### src/rtl/irq_gate_pkg.sv
package irq_gate_pkg;
  localparam int unsigned CTL_W     = 32;
  localparam int unsigned BIT_MASTER = 31;
  localparam int unsigned BIT_GROUP  = 30;
  localparam int unsigned N_IN      = 4;
  localparam int unsigned N_OUT     = 4;
  localparam int unsigned N_EVT     = 3;

  typedef enum logic [1:0] {
    EVT_RESP   = 2'd0,
    EVT_OVRUN  = 2'd1,
    EVT_STCHG  = 2'd2
  } evt_idx_e;
endpackage

### src/rtl/irq_gate_regs.sv
module irq_gate_regs #(
  parameter int unsigned ADDR_W   = 8,
  parameter int unsigned DATA_W   = 32,
  parameter int unsigned N_STREAM = 8,
  parameter int unsigned B_MASTER = 31,
  parameter int unsigned B_GROUP  = 30,
  parameter logic [ADDR_W-1:0] OFFSET = 8'h20
) (
  input  logic                clk,
  input  logic                rst,
  input  logic                wr_en,
  input  logic                rd_en,
  input  logic [ADDR_W-1:0]   addr,
  input  logic [DATA_W-1:0]   wdata,
  input  logic                pm_wake,
  output logic [DATA_W-1:0]   rdata,
  output logic                master_en,
  output logic                group_en,
  output logic [N_STREAM-1:0] stream_en
);
  localparam logic [DATA_W-1:0] STREAM_MASK =
    {{(DATA_W-N_STREAM){1'b0}}, {N_STREAM{1'b1}}};
  localparam logic [DATA_W-1:0] LIVE_MASK = STREAM_MASK
    | (DATA_W'(1) << B_MASTER) | (DATA_W'(1) << B_GROUP);

  logic hit;
  logic wr_hit;
  logic [DATA_W-1:0] view;

  assign hit    = (addr == OFFSET);
  assign wr_hit = wr_en && hit;

  // Top two enables: only the main reset clears them; pm_wake is not a clear.
  always_ff @(posedge clk) begin
    if (rst) begin
      master_en <= 1'b0;
      group_en  <= 1'b0;
    end else if (wr_hit) begin
      master_en <= wdata[B_MASTER];
      group_en  <= wdata[B_GROUP];
    end
  end

  // One flop per stream enable
  for (genvar s = 0; s < N_STREAM; s++) begin : g_sen
    always_ff @(posedge clk) begin
      if (rst)         stream_en[s] <= 1'b0;
      else if (wr_hit) stream_en[s] <= wdata[s];
    end
  end

  always_comb begin
    view = '0;
    view[N_STREAM-1:0] = stream_en;
    view[B_MASTER]     = master_en;
    view[B_GROUP]      = group_en;
  end

  assign rdata = (rd_en && hit) ? view : '0;

  AST_RESET_CLEAR: assert property (@(posedge clk)
    rst |=> (view == '0));
  AST_RSVD_ZERO: assert property (@(posedge clk) disable iff (rst)
    (rdata & ~LIVE_MASK) == '0);
  AST_MISS_READ_ZERO: assert property (@(posedge clk) disable iff (rst)
    (!(rd_en && hit)) |-> (rdata == '0));
  AST_MISS_WRITE_HOLD: assert property (@(posedge clk) disable iff (rst)
    (wr_en && !hit) |=> $stable(view));
  AST_WAKE_HOLD: assert property (@(posedge clk) disable iff (rst)
    (pm_wake && !wr_hit) |=> $stable(view));
endmodule

### src/rtl/irq_gate_combine.sv
module irq_gate_combine #(
  parameter int unsigned N_IN  = 4,
  parameter int unsigned N_OUT = 4,
  parameter int unsigned N_EVT = 3
) (
  input  logic                   clk,
  input  logic                   rst,
  input  logic                   bus_en,
  input  logic                   master_en,
  input  logic                   group_en,
  input  logic [N_IN+N_OUT-1:0]  stream_en,
  input  logic [N_IN-1:0]        in_sts,
  input  logic [N_OUT-1:0]       out_sts,
  input  logic [N_EVT-1:0]       evt_sts,
  output logic                   irq_q
);
  localparam int unsigned N_STREAM = N_IN + N_OUT;

  logic [N_STREAM-1:0] sts_all;
  logic [N_STREAM-1:0] hit_vec;
  logic evt_any;
  logic stream_any;
  logic irq_d;

  // Register order: capture streams in the low bits, playback above them
  assign sts_all = {out_sts, in_sts};

  for (genvar s = 0; s < N_STREAM; s++) begin : g_and
    assign hit_vec[s] = stream_en[s] & sts_all[s];
  end

  assign evt_any    = group_en & (|evt_sts);
  assign stream_any = |hit_vec;
  assign irq_d      = bus_en & master_en & (evt_any | stream_any);

  always_ff @(posedge clk) begin
    if (rst) irq_q <= 1'b0;
    else     irq_q <= irq_d;
  end

  AST_MASTER_GATE: assert property (@(posedge clk) disable iff (rst)
    !master_en |=> !irq_q);
  AST_BUS_GATE: assert property (@(posedge clk) disable iff (rst)
    !bus_en |=> !irq_q);
  AST_EVT_RAISE: assert property (@(posedge clk) disable iff (rst)
    (bus_en && master_en && group_en && (evt_sts != '0)) |=> irq_q);
  AST_IN1_ORDER: assert property (@(posedge clk) disable iff (rst)
    (bus_en && master_en && stream_en[0] && in_sts[0]) |=> irq_q);
  AST_OUT1_ORDER: assert property (@(posedge clk) disable iff (rst)
    (bus_en && master_en && stream_en[N_IN] && out_sts[0]) |=> irq_q);
  AST_QUIET_DROP: assert property (@(posedge clk) disable iff (rst)
    ((evt_sts == '0) && (in_sts == '0) && (out_sts == '0)) |=> !irq_q);
endmodule

### src/rtl/irq_gate_ctrl.sv
module irq_gate_ctrl
  import irq_gate_pkg::*;
#(
  parameter int unsigned ADDR_W = 8,
  parameter logic [ADDR_W-1:0] OFFSET = 8'h20
) (
  input  logic               clk,
  input  logic               rst,
  input  logic               wr_en,
  input  logic               rd_en,
  input  logic [ADDR_W-1:0]  addr,
  input  logic [CTL_W-1:0]   wdata,
  output logic [CTL_W-1:0]   rdata,
  input  logic [N_IN-1:0]    in_stream_sts,
  input  logic [N_OUT-1:0]   out_stream_sts,
  input  logic [N_EVT-1:0]   ctrl_sts,
  input  logic               bus_irq_en,
  input  logic               pm_wake,
  output logic               irq_out
);
  localparam int unsigned N_STREAM = N_IN + N_OUT;

  logic                master_en;
  logic                group_en;
  logic [N_STREAM-1:0] stream_en;

  irq_gate_regs #(
    .ADDR_W   (ADDR_W),
    .DATA_W   (CTL_W),
    .N_STREAM (N_STREAM),
    .B_MASTER (BIT_MASTER),
    .B_GROUP  (BIT_GROUP),
    .OFFSET   (OFFSET)
  ) regs_i (
    .clk       (clk),
    .rst       (rst),
    .wr_en     (wr_en),
    .rd_en     (rd_en),
    .addr      (addr),
    .wdata     (wdata),
    .pm_wake   (pm_wake),
    .rdata     (rdata),
    .master_en (master_en),
    .group_en  (group_en),
    .stream_en (stream_en)
  );

  irq_gate_combine #(
    .N_IN  (N_IN),
    .N_OUT (N_OUT),
    .N_EVT (N_EVT)
  ) comb_i (
    .clk       (clk),
    .rst       (rst),
    .bus_en    (bus_irq_en),
    .master_en (master_en),
    .group_en  (group_en),
    .stream_en (stream_en),
    .in_sts    (in_stream_sts),
    .out_sts   (out_stream_sts),
    .evt_sts   (ctrl_sts),
    .irq_q     (irq_out)
  );

  AST_RESET_IRQ_LOW: assert property (@(posedge clk)
    rst |=> !irq_out);
endmodule

### config.mk
export PLATFORM = sky130hd
export DESIGN_NAME = irq_gate_ctrl
export DESIGN_NICKNAME = d
export VERILOG_FILES = /design/src/rtl/irq_gate_pkg.sv /design/src/rtl/irq_gate_regs.sv /design/src/rtl/irq_gate_combine.sv /design/src/rtl/irq_gate_ctrl.sv
export SDC_FILE = /design/constraint.sdc
export NUM_CORES = 1
export LEC_CHECK = 0
export BUFFER_PORTS_ARGS = -buffer_cell sky130_fd_sc_hd__buf_2
export CAP_MARGIN = 20
export CORE_MARGIN = 3
export CORE_UTILIZATION = 30
export CTS_CLUSTER_SIZE = 16
export DETAILED_ROUTE_END_ITERATION = 8
export GPL_TIMING_DRIVEN = 0
export PLACE_DENSITY = 0.75
export SKIP_CTS_REPAIR_TIMING = 1
export SLEW_MARGIN = 10
export SYNTH_ARGS = -nofsm -noshare
export SYNTH_HDL_FRONTEND = slang
export SYNTH_SLANG_ARGS = --single-unit
export TNS_END_PERCENT = 50
### constraint.sdc
create_clock -name clk -period 1.2 [get_ports clk]
set_input_delay 0.12 -clock clk [delete_from_list [all_inputs] [get_ports clk]]
set_output_delay 0.12 -clock clk [all_outputs]
set_load 0.02 [all_outputs]
Word-level counts from Yosys, hierarchy flattened
Cells that the tools add are included.
{"block": "word_totals", "reg_bits": 11, "inputBits": 57, "out_inout_bits": 33, "word_cells": 29}
{"block": "op_classes", "n_eq_ne": 1, "mux": 1, "bitwise_logic": 12, "reduce_logical": 4}
{"cell": "$mux 32", "n": 1}
{"cell": "$and 1x1->1", "n": 11}
{"cell": "$eq 8x6->1 const B", "n": 1}
{"cell": "$reduce_or 8->1", "n": 1}
{"cell": "$reduce_or 3->1", "n": 1}
{"cell": "$logic_and 1x1->1", "n": 2}
{"cell": "$or 1x1->1", "n": 1}

Longest topological paths before layout
{"block": "logic_depth", "depth_word": 4, "depth_mapped": 4, "ltp_nobuf": 3}

Modules after synthesis
Synthesis repeated with hierarchy kept, for this count alone.
{"block": "hier_totals", "hier_cells": 90, "area_unflattened_um2": 818.3}
{"mod": "irq_gate_regs", "instances": 1, "cells_per_inst": 82, "area_each_um2": 730.7}
{"mod": "irq_gate_combine", "instances": 1, "cells_per_inst": 8, "area_each_um2": 87.6}

Worst setup path after synthesis
Ideal clock, no wire load.
{"block": "synth_path", "kind": "input -> output", "startpoint": "in addr[4]", "endpoint": "out rdata[0]", "arrival_time_ns": 1.193, "required_ns": 1.080, "slack_ns": -0.113, "stages": 3, "cell_sequence": "or4b_1 > nor3_4 > and2_1"}
{"block": "synth_between", "elab_chain_cells": 3}
{"element": "start, declared", "line": "irq_gate_ctrl.sv:11", "source": "input logic [ADDR_W-1:0] addr,"}
{"element": "$eq 8x6->1", "line": "irq_gate_regs.sv:30", "source": "assign hit = (addr == OFFSET);"}
{"element": "$logic_and 1x1->1", "line": "irq_gate_regs.sv:59", "source": "assign rdata = (rd_en && hit) ? view : '0;"}
{"element": "$mux 32", "line": "irq_gate_regs.sv:59"}
{"element": "end, declared", "line": "irq_gate_ctrl.sv:13", "source": "output logic [CTL_W-1:0] rdata,"}
Every way passes these cells.

Worst setup path after layout
{"block": "layout_path", "startpoint": "in addr[6]", "endpoint": "out rdata[4]"}
Same word-level chain as after synthesis.

==> impl_summary.md <==
Run status
The run finished, with violations left. The checks that failed: negative setup slack.

Synthesis
During synthesis, Yosys emitted a total of 0 warnings. The share of flip-flops with an asynchronous set or reset is 0. The most used flip-flop cell after synthesis is sky130_fd_sc_hd__dfxtp_1. The count of flip-flops with a built-in enable after synthesis is 0. The count of distinct cell types in the synthesized netlist is 19. In this run, synthesis produced a sequential element count of 11. The cell count after synthesis is 90.

For this run, the register share of the synthesized area comes to 0.273. The summed instance area of the synthesized netlist is 806 µm². The share of the synthesized area in the top cell type is 0.273. Sorting the synthesized cells by area gives the leading types as sky130_fd_sc_hd__dfxtp_1, sky130_fd_sc_hd__buf_4, sky130_fd_sc_hd__nand2b_1, sky130_fd_sc_hd__mux2i_1, sky130_fd_sc_hd__and2_1. The largest area contributor in the synthesized netlist is sky130_fd_sc_hd__dfxtp_1. The most repeated cell in the gate-level netlist after synthesis is sky130_fd_sc_hd__buf_4. In this run the mean area of a mapped cell was 8.95 µm². After synthesis, the most frequently instantiated cells are sky130_fd_sc_hd__buf_4, sky130_fd_sc_hd__nand2b_1, sky130_fd_sc_hd__dfxtp_1, sky130_fd_sc_hd__and2_1, sky130_fd_sc_hd__mux2i_1.

Global routing
The largest net degree at the start of global routing is 11. The global-route wire length before repair is 2.98 mm. For this run, the total global-route usage over all layers was measured as 0.115. The total grt overflow is 0. The number of antenna violations at the first check in global routing is 0. The number of global-route vias before repair is 699.

Cells and area
In the final layout, the multi-input gates occupy 498 µm². For this run, the share of the core covered by cells in the final layout is 0.509. For this run, the number of standard cells in the final layout without fillers is 190. The final-layout fill cell count is 237.

After routing the design area is 1280 µm². The number of antenna cells inserted is 0. The register area is 220 µm². The net count of the finished layout is 218. In the final layout, the share of cells above drive strength 1 is 0.538. The area growth from synthesis to layout is 59.3%.

Setup path
The first element of the critical path is addr[6]. The critical path is of the in -> out type. The highest net fanout along the worst path is 6.

The critical path required time is 1.08 ns. The kind of end point of the critical path is an output pin. The endpoint of the lowest-slack register-to-register path is comb_i.irq_q$_SDFF_PP0_. The critical path endpoint is rdata[4]. The type of origin of the critical path is an input port. The startpoint identified for the worst register-to-register timing path is regs_i.stream_en[1]$_SDFFE_PP0P_. The arrival time of data at the critical path endpoint is 1.38 ns.

The number of cells on the worst reg-to-reg path is 3. The worst reg-to-reg setup slack is 0.17 ns.

Timing
The clock arrives with 0.00434 ns of skew. Derived from the worst setup path, the maximum achievable clock frequency is 665 MHz. Of the available clock period, the critical path in the final layout requires 1.25. The number of hold violations in the final report is 0. Setup repair after global routing could not meet its margin everywhere.

The final max-slew violation count came to 0. Setup violations remaining at the end of the flow were counted as 10. Counting I/O delays and the setup requirement, the final critical path takes 1.50 ns. Final hold analysis gives a worst-case slack of 0.0793 ns. Setup slack on the critical path of the routed design comes to -0.303 ns.

Placed design
The weighted congestion at the end of routability-driven global placement is 0.704. The wire-length estimate of the detail-placed layout is 1.61 mm. Summing all placed instances gives a cell area of 1150 µm². Input and output buffers added on the ports amount to 43.

Counting tap cells, the placed design contains a total of 184 instances.

Detailed routing
The detail route stage leaves a number of antenna-violating nets equal to 0. In the routed design, unresolved DRC markers number 0. In the routed layout, each cell is associated on average with a via count of 4.01. The count of routing violations after the opening detailed-route iteration is 10. The post-detailed-route wirelength per cell is 10.5 µm. Summed over all layers, the routed wires come to 1.99 mm. The routed via count is 761.

The count of TritonRoute iterations in the first routing pass is 2.

Clock network
The clock tree from TritonCTS is done. The number of levels the H-tree was split into is 1. CTS placed an instance of sky130_fd_sc_hd__clkbuf_4 at the clock tree root. The total number of clock tree sinks is 11. In this run the deepest clock path goes through 2 buffers. The number of buffers added by the clock tree synthesis step is 3. The clock transition at the register clock pins on the worst setup and hold paths after CTS is 0.07 ns.

The clock latency of the later-clocked register in the worst-skew pair is 0.26 ns.

Power
The peak supply drop is 0.659 mV. Dividing total power by cell area gives a power density of 646 nW/µm². The leakage power of the design is 0.000643 µW.

The total power after layout is 829 µW.

Job
The max-cap violation count is 0.

Die
The area enclosed by the die boundary is 3340 µm². The floorplan step defined a core boundary enclosing 2520 µm². The die is 57.8 µm wide. The number of placed I/O pins is 90.

The initial utilization of the core area, before any placement, comes to 0.319. The die height is 57.8 µm. In this run the core area contains 18 standard-cell rows.

Worst hold path
The worst hold-check path type is in -> reg.
how the worst min path moves through the flow:
| stage | cells after the start | startpoint | slack [ns] | endpoint |
|---|---|---|---|---|
| after floorplan | 2 | bus_irq_en | 0.23 | comb_i.irq_q$_SDFF_PP0_ |
| after global placement | 3 | bus_irq_en | 0.35 | comb_i.irq_q$_SDFF_PP0_ |
| after detailed placement | 3 | bus_irq_en | 0.35 | comb_i.irq_q$_SDFF_PP0_ |
| after CTS | 3 | bus_irq_en | 0.07 | comb_i.irq_q$_SDFF_PP0_ |
| after global routing | 3 | bus_irq_en | 0.08 | comb_i.irq_q$_SDFF_PP0_ |
| final | 3 | bus_irq_en | 0.08 | comb_i.irq_q$_SDFF_PP0_ |
logic make-up (layout without fill, tap and decap cells):
kind of cell	after synthesis	after routing	synth area share
compound gates	6	6	0.0637
simple gates	34	34	0.292
flops	11	11	0.273
mux	10	10	0.124
buf+inv	28	77	0.242
other cells	1	22	0.00465
placed cells by master (no fill, tap or decap):
cell type                   n
sky130_fd_sc_hd__buf_2     32
sky130_fd_sc_hd__buf_4     22
sky130_fd_sc_hd__conb_1    22
sky130_fd_sc_hd__nand2b_1  20
sky130_fd_sc_hd__buf_6     14
sky130_fd_sc_hd__dfxtp_1   11
sky130_fd_sc_hd__and2_4    10
sky130_fd_sc_hd__mux2i_1   10
sky130_fd_sc_hd__clkbuf_1   3
sky130_fd_sc_hd__clkbuf_4   3
sky130_fd_sc_hd__a22o_1     2
sky130_fd_sc_hd__a221oi_1   2
sky130_fd_sc_hd__inv_2      1
sky130_fd_sc_hd__or4_4      1
sky130_fd_sc_hd__or4b_4     1
sky130_fd_sc_hd__nor3_4     1
sky130_fd_sc_hd__clkinv_1   1
sky130_fd_sc_hd__nor3_2     1
sky130_fd_sc_hd__o31ai_1    1
sky130_fd_sc_hd__inv_1      1
sky130_fd_sc_hd__a311oi_1   1
power breakdown:
part / leakage, µW / total (µW) / internal, µW / switching [µW]
Clock: 0.0000150 / 253 / 128 / 124
Sequential: 0.0000886 / 365 / 365 / 0.295
Combinational: 0.000540 / 211 / 106 / 105
final cells by class:
cell class	count	area share
buffer	25	0.143
clock buffer	4	0.0205
inverter	3	0.00877
multi-input combinational	72	0.388
sequential	11	0.172
tap	30	0.0292
timing repair buffer	45	0.239
worst max-delay path, cell delays in order:
cell,delay (ns)
sky130_fd_sc_hd__buf_6,0.09
sky130_fd_sc_hd__or4b_4,0.55
sky130_fd_sc_hd__nor3_4,0.22
sky130_fd_sc_hd__buf_6,0.15
sky130_fd_sc_hd__and2_4,0.14
sky130_fd_sc_hd__buf_6,0.11
per-layer routing:
metal  vias to the layer above  GRT usage  part of all wire
li1                        394          -                 -
met5                         -          0                 0
met1                       326      0.143              0.40
met3                         0     0.0535              0.11
met2                        41      0.195              0.49
met4                         0          0                 0
through the flow:
step	TNS, ns	worst slack, ns
2_1_floorplan	-1.33	-0.0780
3_3_place_gp	-6.54	-0.452
3_5_place_dp	-6.76	-0.455
4_1_cts	-4.50	-0.457
5_1_grt	-3.41	-0.348
6_report	-2.96	-0.303
state kept, by name (all words and copies together), names as in the netlist:
name / flops
regs_i.master_en: 1
regs_i.group_en: 1
regs_i.stream_en: 8
comb_i.irq_q: 1
No activity file was read; power rests on OpenSTA's default activity.
